[src/rtl/slot_arb_pkg.sv]
package slot_arb_pkg;
   typedef enum logic [1:0] {
      SLOT_EMPTY   = 2'd0,
      SLOT_EXREADY = 2'd1,
      SLOT_SKIP    = 2'd2
   } slot_st_e;
endpackage

[src/rtl/flat_pair_arb.sv]
module flat_pair_arb
   import slot_arb_pkg::*;
#(
   parameter int N       = 4,
   parameter int W       = 4,
   parameter int GM_SLOT = 2,
   parameter int LM_SLOT = 3
) (
   input  logic [N-1:0]          cand_vld,
   input  logic                  cand_flat,
   input  logic [N*W-1:0]        cand_wave,
   output slot_st_e [N-1:0]      st1,
   output logic [N-1:0][W-1:0]   wave1,
   output logic                  flat_go,
   output logic                  displaced
);
   always_comb begin
      for (int i = 0; i < N; i++) begin
         st1[i]   = cand_vld[i] ? SLOT_EXREADY : SLOT_EMPTY;
         wave1[i] = cand_vld[i] ? cand_wave[W*i +: W] : '0;
      end
      flat_go   = cand_vld[GM_SLOT] & cand_flat;
      displaced = flat_go & cand_vld[LM_SLOT];
      if (flat_go) begin
         st1[LM_SLOT]   = SLOT_SKIP;
         wave1[LM_SLOT] = cand_wave[W*GM_SLOT +: W];
      end
   end
endmodule

[src/rtl/wr_grant_chk.sv]
module wr_grant_chk
   import slot_arb_pkg::*;
#(
   parameter int N       = 4,
   parameter int GM_SLOT = 2,
   parameter int LM_SLOT = 3
) (
   input  slot_st_e [N-1:0] st1,
   input  logic             flat_go,
   input  logic [N-1:0]     cand_scalar,
   input  logic [N-1:0]     vrf_wr_ok,
   input  logic [N-1:0]     srf_wr_ok,
   output slot_st_e [N-1:0] st2,
   output logic [N-1:0]     deny,
   output logic [N-1:0]     vden,
   output logic [N-1:0]     sden
);
   for (genvar i = 0; i < N; i++) begin : g_slot
      logic chk;
      assign chk     = (st1[i] == SLOT_EXREADY);
      assign sden[i] = chk & ~srf_wr_ok[i];
      assign vden[i] = chk & ~cand_scalar[i] & ~vrf_wr_ok[i];
      assign deny[i] = sden[i] | vden[i];
   end

   always_comb begin
      for (int i = 0; i < N; i++)
         st2[i] = deny[i] ? SLOT_EMPTY : st1[i];
      if (flat_go && deny[GM_SLOT])
         st2[LM_SLOT] = SLOT_EMPTY;
   end
endmodule

[src/rtl/unit_resv.sv]
module unit_resv
   import slot_arb_pkg::*;
#(
   parameter int N = 4,
   parameter int U = 4
) (
   input  slot_st_e [N-1:0] st2,
   input  logic [N*U-1:0]   cand_units,
   output logic             clash
);
   logic [U-1:0] taken;
   always_comb begin
      taken = '0;
      clash = 1'b0;
      for (int i = 0; i < N; i++) begin
         if (st2[i] == SLOT_EXREADY) begin
            clash = clash | (|(taken & cand_units[U*i +: U]));
            taken = taken | cand_units[U*i +: U];
         end
      end
   end
endmodule

[src/rtl/flat_dispatch_arb.sv]
module flat_dispatch_arb
   import slot_arb_pkg::*;
#(
   parameter int N        = 4,
   parameter int W        = 4,
   parameter int U        = 4,
   parameter int CW       = 8,
   parameter int GM_SLOT  = 2,
   parameter int LM_SLOT  = 3,
   parameter bit SATURATE = 1'b1
) (
   input  logic           clk,
   input  logic           rst_n,
   input  logic [N-1:0]   cand_vld,
   input  logic           cand_flat,
   input  logic [N-1:0]   cand_scalar,
   input  logic [N*W-1:0] cand_wave,
   input  logic [N*U-1:0] cand_units,
   input  logic [N-1:0]   vrf_wr_ok,
   input  logic [N-1:0]   srf_wr_ok,
   output logic [2*N-1:0] slot_state,
   output logic [N*W-1:0] slot_wave,
   output logic [N-1:0]   reins_vld,
   output logic [N*W-1:0] reins_wave,
   output logic [CW-1:0]  arb_stall_cnt,
   output logic [CW-1:0]  vrf_deny_cnt,
   output logic [CW-1:0]  srf_deny_cnt,
   output logic [CW-1:0]  any_deny_cnt,
   output logic           err_sticky
);
   localparam int CIW = $clog2(N + 1);
   localparam int NC  = 4;

   if (GM_SLOT == LM_SLOT) begin : g_bad_pair
      $error("global and local slot indices must differ");
   end
   if (GM_SLOT >= N || LM_SLOT >= N) begin : g_bad_idx
      $error("slot index out of range");
   end
   if (CW < CIW) begin : g_bad_cw
      $error("counter width too small for per-cycle increment");
   end

   slot_st_e [N-1:0]    st1, st2;
   logic [N-1:0][W-1:0] wave1;
   logic                flat_go, displaced;
   logic [N-1:0]        deny, vden, sden;
   logic                clash, pair_bad;

   flat_pair_arb #(.N(N), .W(W), .GM_SLOT(GM_SLOT), .LM_SLOT(LM_SLOT)) u_pair (
      .cand_vld(cand_vld), .cand_flat(cand_flat), .cand_wave(cand_wave),
      .st1(st1), .wave1(wave1), .flat_go(flat_go), .displaced(displaced));

   wr_grant_chk #(.N(N), .GM_SLOT(GM_SLOT), .LM_SLOT(LM_SLOT)) u_wr (
      .st1(st1), .flat_go(flat_go), .cand_scalar(cand_scalar),
      .vrf_wr_ok(vrf_wr_ok), .srf_wr_ok(srf_wr_ok),
      .st2(st2), .deny(deny), .vden(vden), .sden(sden));

   unit_resv #(.N(N), .U(U)) u_resv (
      .st2(st2), .cand_units(cand_units), .clash(clash));

   assign pair_bad = (st2[LM_SLOT] == SLOT_SKIP) &&
                     ((st2[GM_SLOT] != SLOT_EXREADY) || (wave1[LM_SLOT] != wave1[GM_SLOT]));

   // next-cycle slot contents
   logic [2*N-1:0] state_d;
   logic [N*W-1:0] wave_d, rwave_d;
   logic [N-1:0]   rvld_d;
   always_comb begin
      for (int i = 0; i < N; i++) begin
         state_d[2*i +: 2] = st2[i];
         wave_d[W*i +: W]  = (st2[i] == SLOT_EMPTY) ? '0 : wave1[i];
         rvld_d[i]         = deny[i] | ((i == LM_SLOT) & displaced);
         rwave_d[W*i +: W] = rvld_d[i] ? cand_wave[W*i +: W] : '0;
      end
   end

   always_ff @(posedge clk) begin
      if (!rst_n) begin
         slot_state <= '0;
         slot_wave  <= '0;
         reins_vld  <= '0;
         reins_wave <= '0;
         err_sticky <= 1'b0;
      end else begin
         slot_state <= state_d;
         slot_wave  <= wave_d;
         reins_vld  <= rvld_d;
         reins_wave <= rwave_d;
         err_sticky <= err_sticky | clash | pair_bad;
      end
   end

   // event counters: 0 arb, 1 vector deny, 2 scalar deny, 3 any deny
   logic [NC-1:0][CIW-1:0] inc;
   always_comb begin
      inc = '0;
      inc[0] = CIW'(displaced);
      for (int i = 0; i < N; i++) begin
         inc[1] = inc[1] + CIW'(vden[i]);
         inc[2] = inc[2] + CIW'(sden[i]);
         inc[3] = inc[3] + CIW'(deny[i]);
      end
   end

   logic [NC-1:0][CW-1:0] cnt_q;
   for (genvar c = 0; c < NC; c++) begin : g_cnt
      logic [CW:0]   sum;
      logic [CW-1:0] nxt;
      assign sum = {1'b0, cnt_q[c]} + (CW+1)'(inc[c]);
      if (SATURATE) begin : g_sat
         assign nxt = sum[CW] ? {CW{1'b1}} : sum[CW-1:0];
      end else begin : g_wrap
         assign nxt = sum[CW-1:0];
      end
      always_ff @(posedge clk) begin
         if (!rst_n) cnt_q[c] <= '0;
         else        cnt_q[c] <= nxt;
      end
   end

   assign arb_stall_cnt = cnt_q[0];
   assign vrf_deny_cnt  = cnt_q[1];
   assign srf_deny_cnt  = cnt_q[2];
   assign any_deny_cnt  = cnt_q[3];
endmodule

[config.mk]
export PLATFORM = sky130hd
export DESIGN_NAME = flat_dispatch_arb
export DESIGN_NICKNAME = d
export VERILOG_FILES = /design/src/rtl/slot_arb_pkg.sv /design/src/rtl/flat_pair_arb.sv /design/src/rtl/wr_grant_chk.sv /design/src/rtl/unit_resv.sv /design/src/rtl/flat_dispatch_arb.sv
export SDC_FILE = /design/constraint.sdc
export NUM_CORES = 1
export LEC_CHECK = 0
export BUFFER_PORTS_ARGS = -buffer_cell sky130_fd_sc_hd__buf_2
export CAP_MARGIN = 20
export CORE_MARGIN = 2
export CORE_UTILIZATION = 50
export CTS_CLUSTER_SIZE = 20
export DETAILED_ROUTE_END_ITERATION = 7
export PLACE_DENSITY_LB_ADDON = 0.12
export RECOVER_POWER = 25
export SLEW_MARGIN = 0
export SYNTH_ARGS = -nofsm -noshare
export SYNTH_HDL_FRONTEND = slang
export SYNTH_HIERARCHICAL = 1
export SYNTH_SLANG_ARGS = --single-unit
[constraint.sdc]
create_clock -name clk -period 3.5 [get_ports clk]
set_clock_uncertainty 0.15 [all_clocks]
set_input_delay 0.175 -clock clk [delete_from_list [all_inputs] [get_ports clk]]
set_output_delay 0.175 -clock clk [all_outputs]
set_load 0.005 [all_outputs]
# --- After elaboration in Yosys (flattened, before gate mapping) ---
# Cells that the tools add are included.
word_totals:
  reg_bits: 77
  output_inout_bits: 77
  word_cells: 123
op_classes:
  add_sub_neg: 13
  reduce_logical: 18
  n_bitwise: 43
  mux: 23
  n_eq_ne: 11
op_table:
  columns: ["operator", "n"]
  rows:
  - ["2-to-1 mux 8 bit", 4]
  - ["adder 8 x 3 -> 9 bit", 3]
  - ["2-to-1 mux 4 bit", 6]
  - ["inverter 1 bit", 15]
  - ["AND 1 bit", 14]
  - ["AND 4 bit", 3]
  - ["OR reduction 4 bit", 3]
  - ["2-to-1 mux 1 bit", 10]
  - ["adder 2 x 1 -> 3 bit", 3]
  - ["adder 3 x 1 -> 3 bit", 3]
  - ["adder 8 x 1 -> 9 bit", 1]
  - ["OR 1 bit", 9]
  - ["zero test 2 bit", 4]
  - ["OR 4 bit", 2]
  - ["AND reduction 2 bit", 4]
  - ["adder 1 x 1 -> 2 bit", 3]
  - ["equality test 1 bit, second input constant", 6]
  - ["2-to-1 mux 2 bit", 3]
  - ["OR reduction 3 bit", 2]
  - ["equality test 2 x 1 -> 1 bit, second input constant", 2]
  - ["!= test 4 bit", 1]
  - ["OR reduction 2 bit", 2]
  - ["equality test 2 bit, second input constant", 1]
  - ["logical AND 1 bit", 2]
  - ["2 further kinds", 2]

# --- Longest topological paths before layout ---
depth:
  ltp_word: 18
  mapped_depth: 14

# --- Cells and area by module ---
# Netlist, hierarchy kept.
modules_own_cells:
  columns: ["mod", "seq_area_each_um2", "n_inst", "cells_per_inst", "area_per_inst_um2"]
  rows:
  - ["flat_dispatch_arb", 1541.5, 1, 268, 2951.6]
  - ["flat_pair_arb", 0.0, 1, 37, 254.0]
  - ["wr_grant_chk", 0.0, 1, 28, 211.5]
  - ["unit_resv", 0.0, 1, 29, 193.9]

# --- Worst setup path after synthesis ---
# OpenSTA, ideal clock, no wires.
synth_timing:
  path_type: "input to register"
  startpoint: "input cand_scalar[2]"
  endpoint: "register cnt_q, in the netlist any_deny_cnt[7]"
  arrival_ns: 2.470
  n_path_buf: 0
  setup_slack_ns: 0.758
  required_ns: 3.228
  setup_time_ns: 0.122
  cell_stages: 9
  path_cell_list: "o21ai_0 nor2b_1 fa_1 inv_1 fa_1 inv_1 fa_1 and4_1 o311a_1"
synth_between:
  elab_chain_cells: 8
synth_lines:
  columns: ["element", "line_no", "text"]
  rows:
  - ["from (decl)", "flat_dispatch_arb.sv:16", "input logic [N-1:0] cand_scalar,"]
  - ["inverter 1 bit", "wr_grant_chk.sv:22", "assign vden[i] = chk & ~cand_scalar[i] & ~vrf_wr_ok[i];"]
  - ["AND 1 bit (2 in a row)", "wr_grant_chk.sv:22", null]
  - ["OR 1 bit", "wr_grant_chk.sv:23", "assign deny[i] = sden[i] | vden[i];"]
  - ["via deny[2]", "flat_dispatch_arb.sv:47", "logic [N-1:0] deny, vden, sden;"]
  - ["adder 2 x 1 -> 3 bit", "flat_dispatch_arb.sv:102", "inc[3] = inc[3] + CIW'(deny[i]);"]
  - ["adder 3 x 1 -> 3 bit", "flat_dispatch_arb.sv:102", null]
  - ["adder 8 x 3 -> 9 bit", "flat_dispatch_arb.sv:110", "assign sum = {1'b0, cnt_q[c]} + (CW+1)'(inc[c]);"]
  - ["2-to-1 mux 8 bit", "flat_dispatch_arb.sv:112", "assign nxt = sum[CW] ? {CW{1'b1}} : sum[CW-1:0];"]
  - ["to (signal, indexed assignment)", "flat_dispatch_arb.sv:118", "else cnt_q[c] <= nxt;"]
  - ["to (decl)", "flat_dispatch_arb.sv:106", "logic [NC-1:0][CW-1:0] cnt_q;"]
# The timed path passes the listed nets, and every way through them passes these cells.
# A chain may end at the register's enable or synchronous reset.

# --- Worst setup path in the final report ---
# Same ends and word-level chain as after synthesis.

==> impl_metrics.py <==
metrics = {
    "worst_hold_path": {
        "hold_depth": 3,
        "hold_class": "in -> reg",
    },
    "clock_network": {
        "cts_tree": "built",
        "cts-root-buf": "clkbuf_8",
        "cts_max_level": 3,
        "cts_made_buffers": 9,
        "postCtsSetupBuffers": 0,
        "path_clk_slew_ns": 0.08,
        "cts.sinks": 77,
        "cts_resized": 0,
        "worstSkewPairLatency_ns": 0.35,
        "clockBufferDepth": 2,
    },
    "logic_synthesis": {
        "synth-seq-area-share_pct": 42.7,
        "syn_avg_cell_area_um2": 9.98,
        "syn_area_um2": 3610,
        "synthFlopType": "dfxtp_1",
        "yosysUniqueCellTypes": 57,
        "async_flop_share_pct": 0,
        "yosysWarningCount": 6,
        "ys_ff_latch": 77,
        "postSynthCellCount": 362,
        "synth_edf_count": 0,
    },
    "setup_path": {
        "crit_fanout": 4,
        "r2r_cells": 8,
        "arrival_ns": 2.85,
        "worstSetupEndpointType": "flip-flop",
        "required_ns": 3.58,
        "r2r_slack_ns": 0.92,
        "cp-startpoint": "cand_scalar[2]",
        "setup.worst_path.end": "any_deny_cnt[7]",
        "worstReg2RegStart": "any_deny_cnt[0]",
        "cp-start-kind": "input port",
        "r2r_end": "any_deny_cnt[1]",
        "critical_path_class": "in -> reg",
    },
    "floorplanning": {
        "start_util_pct": 52.3,
        "ios": 128,
        "fp-row-count": 30,
        "die_w_um": 89.0,
        "core-area_um2": 6910,
        "dieArea_um2": 7920,
        "die_h_um": 89.0,
    },
    "cells_and_area": {
        "stdcell_count": 600,
        "fin_nets": 565,
        "design_area_um2": 4670,
        "antenna_cells": 0,
        "post-route-util_pct": 67.6,
        "layout-drive-gt1-share_pct": 30.4,
        "area_delta_synth_final_pct": 29.3,
    },
    "sta": {
        "tightest_slew_ns": 2.17,
        "period_share_pct": 79.1,
        "final_hold_viol_count": 0,
        "rsz0062_at_grt": "false",
        "fmax_mhz": 361,
        "drv_slew": 62,
        "fin_crit_ns": 2.77,
        "holdWs_ns": 0.0693,
        "setup_violations": 0,
        "finalSetupTns_ns": 0,
        "relSlewSlack_pct": -44.5,
    },
    "job": {
        "maxCapViolations": 1,
    },
    "drt": {
        "firstDrtPassIters": 4,
        "drtAntennaViolNets": 0,
        "drc": 0,
        "wire_per_inst_um": 13.5,
        "num_vias": 3045,
        "drtIter0Drc": 82,
        "vias_per_cell": 5.08,
        "drt-total-wl_mm": 8.10,
    },
    "global_route": {
        "grt_usage_pct": 21.0,
        "grt_pass1_wl_mm": 12.9,
        "grt_remaining_overflow": 0,
        "grt_pass1_vias": 2816,
        "grt_max_degree": 62,
        "antenna_found_initial": 0,
    },
    "power": {
        "peakVddDrop_uv": 305,
        "p_leak_nw": 2.21,
        "p_per_area_nw_per_um2": 442,
    },
    "run_status": {
        "violations": "capacitance limit, slew limit",
        "status": "complete, but fails checks",
    },
    "placed_design": {
        "dp_cells": 569,
        "routabilityCongestion": 0.808,
        "portBuffers": 127,
        "dpl.hpwl_mm": 5.87,
        "postPlaceCellArea_um2": 4270,
    },
}
## worst min path at each step
| stage | startpoint | endpoint | slack (ns) |
|---|---|---|---|
| 5_1_grt | cand_vld[0] | slot_wave[3] | 0.07 |
| 2_1_floorplan | cand_wave[12] | reins_wave[12] | 0.15 |
| 4_1_cts | cand_vld[0] | slot_wave[3] | 0.05 |
| 6_report | cand_vld[0] | slot_wave[3] | 0.07 |
| 3_3_place_gp | cand_wave[12] | reins_wave[12] | 0.24 |
| 3_5_place_dp | cand_wave[12] | reins_wave[12] | 0.25 |
## power breakdown
group | internal [W] | switching [W]
clock | 0.000543 | 0.000317
combinational | 0.000134 | 0.000131
sequential | 0.000913 | 0.0000259
## cell families (layout without fill, tap and decap cells)
group	Yosys count	after routing	share of synthesized area, %
AND/OR/NAND/NOR	136	136	24.8
XOR/XNOR	14	14	3.40
AO/OA/AOI/OAI	80	80	16.9
adder cells (fa/ha/maj)	14	14	6.72
other	1	3	0.104
buffers and inverters	40	180	5.41
flip-flops	77	77	42.7
## through the flow
stage          total power [W]  setup slack (ns)
5_1_grt                0.00217             0.512
6_report               0.00206             0.733
3_3_place_gp           0.00120             0.459
2_1_floorplan          0.00111             0.758
3_5_place_dp           0.00121             0.403
4_1_cts                0.00209             0.777
## flip-flops by register name, summed over array words and instances (netlist names)
name	flops
reins_wave	16
slot_state	8
err_sticky	1
arb_stall_cnt	8
reins_vld	4
vrf_deny_cnt	8
any_deny_cnt	8
srf_deny_cnt	8
slot_wave	16
## synthesized netlist by cell type, types with 7 or more instances
cell type	count	area, um2
o21a_1	13	97.6
nor2b_1	10	62.6
nand2_1	13	48.8
nor3b_1	7	52.6
fa_1	9	180
a31oi_1	8	50.1
and3_1	15	93.8
buf_4	7	52.6
inv_1	21	78.8
dfxtp_1	77	1540
and2_1	40	250
clkbuf_1	7	26.3
o21ai_0	9	45.0
nand3_1	12	60.1
nor2_1	7	26.3
xor2_1	10	87.6
## area by class of cell
cell class / count / area, um2
Clock buffer: 9 / 124
Tap cell: 96 / 120
Clock inverter: 6 / 136
Sequential cell: 77 / 1540
Multi-Input combinational cell: 247 / 1880
Inverter: 21 / 78.8
Fill cell: 596 / 2240
Timing Repair Buffer: 144 / 786
## worst max-delay path, cell delays in order
cell,delay (ns)
buf_2,0.11
o21ai_0,0.49
nor2b_1,0.28
fa_1,0.44
inv_1,0.07
fa_1,0.19
inv_1,0.06
fa_1,0.41
and4_1,0.27
o311a_1,0.34
## timing repair
action,in CTS,in global routing
hold buffers,16,0
setup endpoints to repair,0,0
endpoints found under the hold margin,24,0
## layer usage
metal  up-vias  share of wire [%]  GRT usage [%]
li1       1532                  -              -
met1      1394                 45           27.6
met2       102                 46           32.8
met3        17                6.6           4.89
met4         0                2.3           10.0
met5         -                  0              0
## cell usage in the layout (no fill, tap or decap), types with 10 or more instances in the layout
master and count:
xor2_1 10, dlygate4sd3_1 16, clkbuf_1 14, nand3_1 12
and2_1 38, and3_1 15, nor2b_1 10, dfxtp_1 77
buf_2 113, o21a_1 13, nand2_1 13, inv_1 21
No activity file was read; power rests on OpenSTA's default activity.
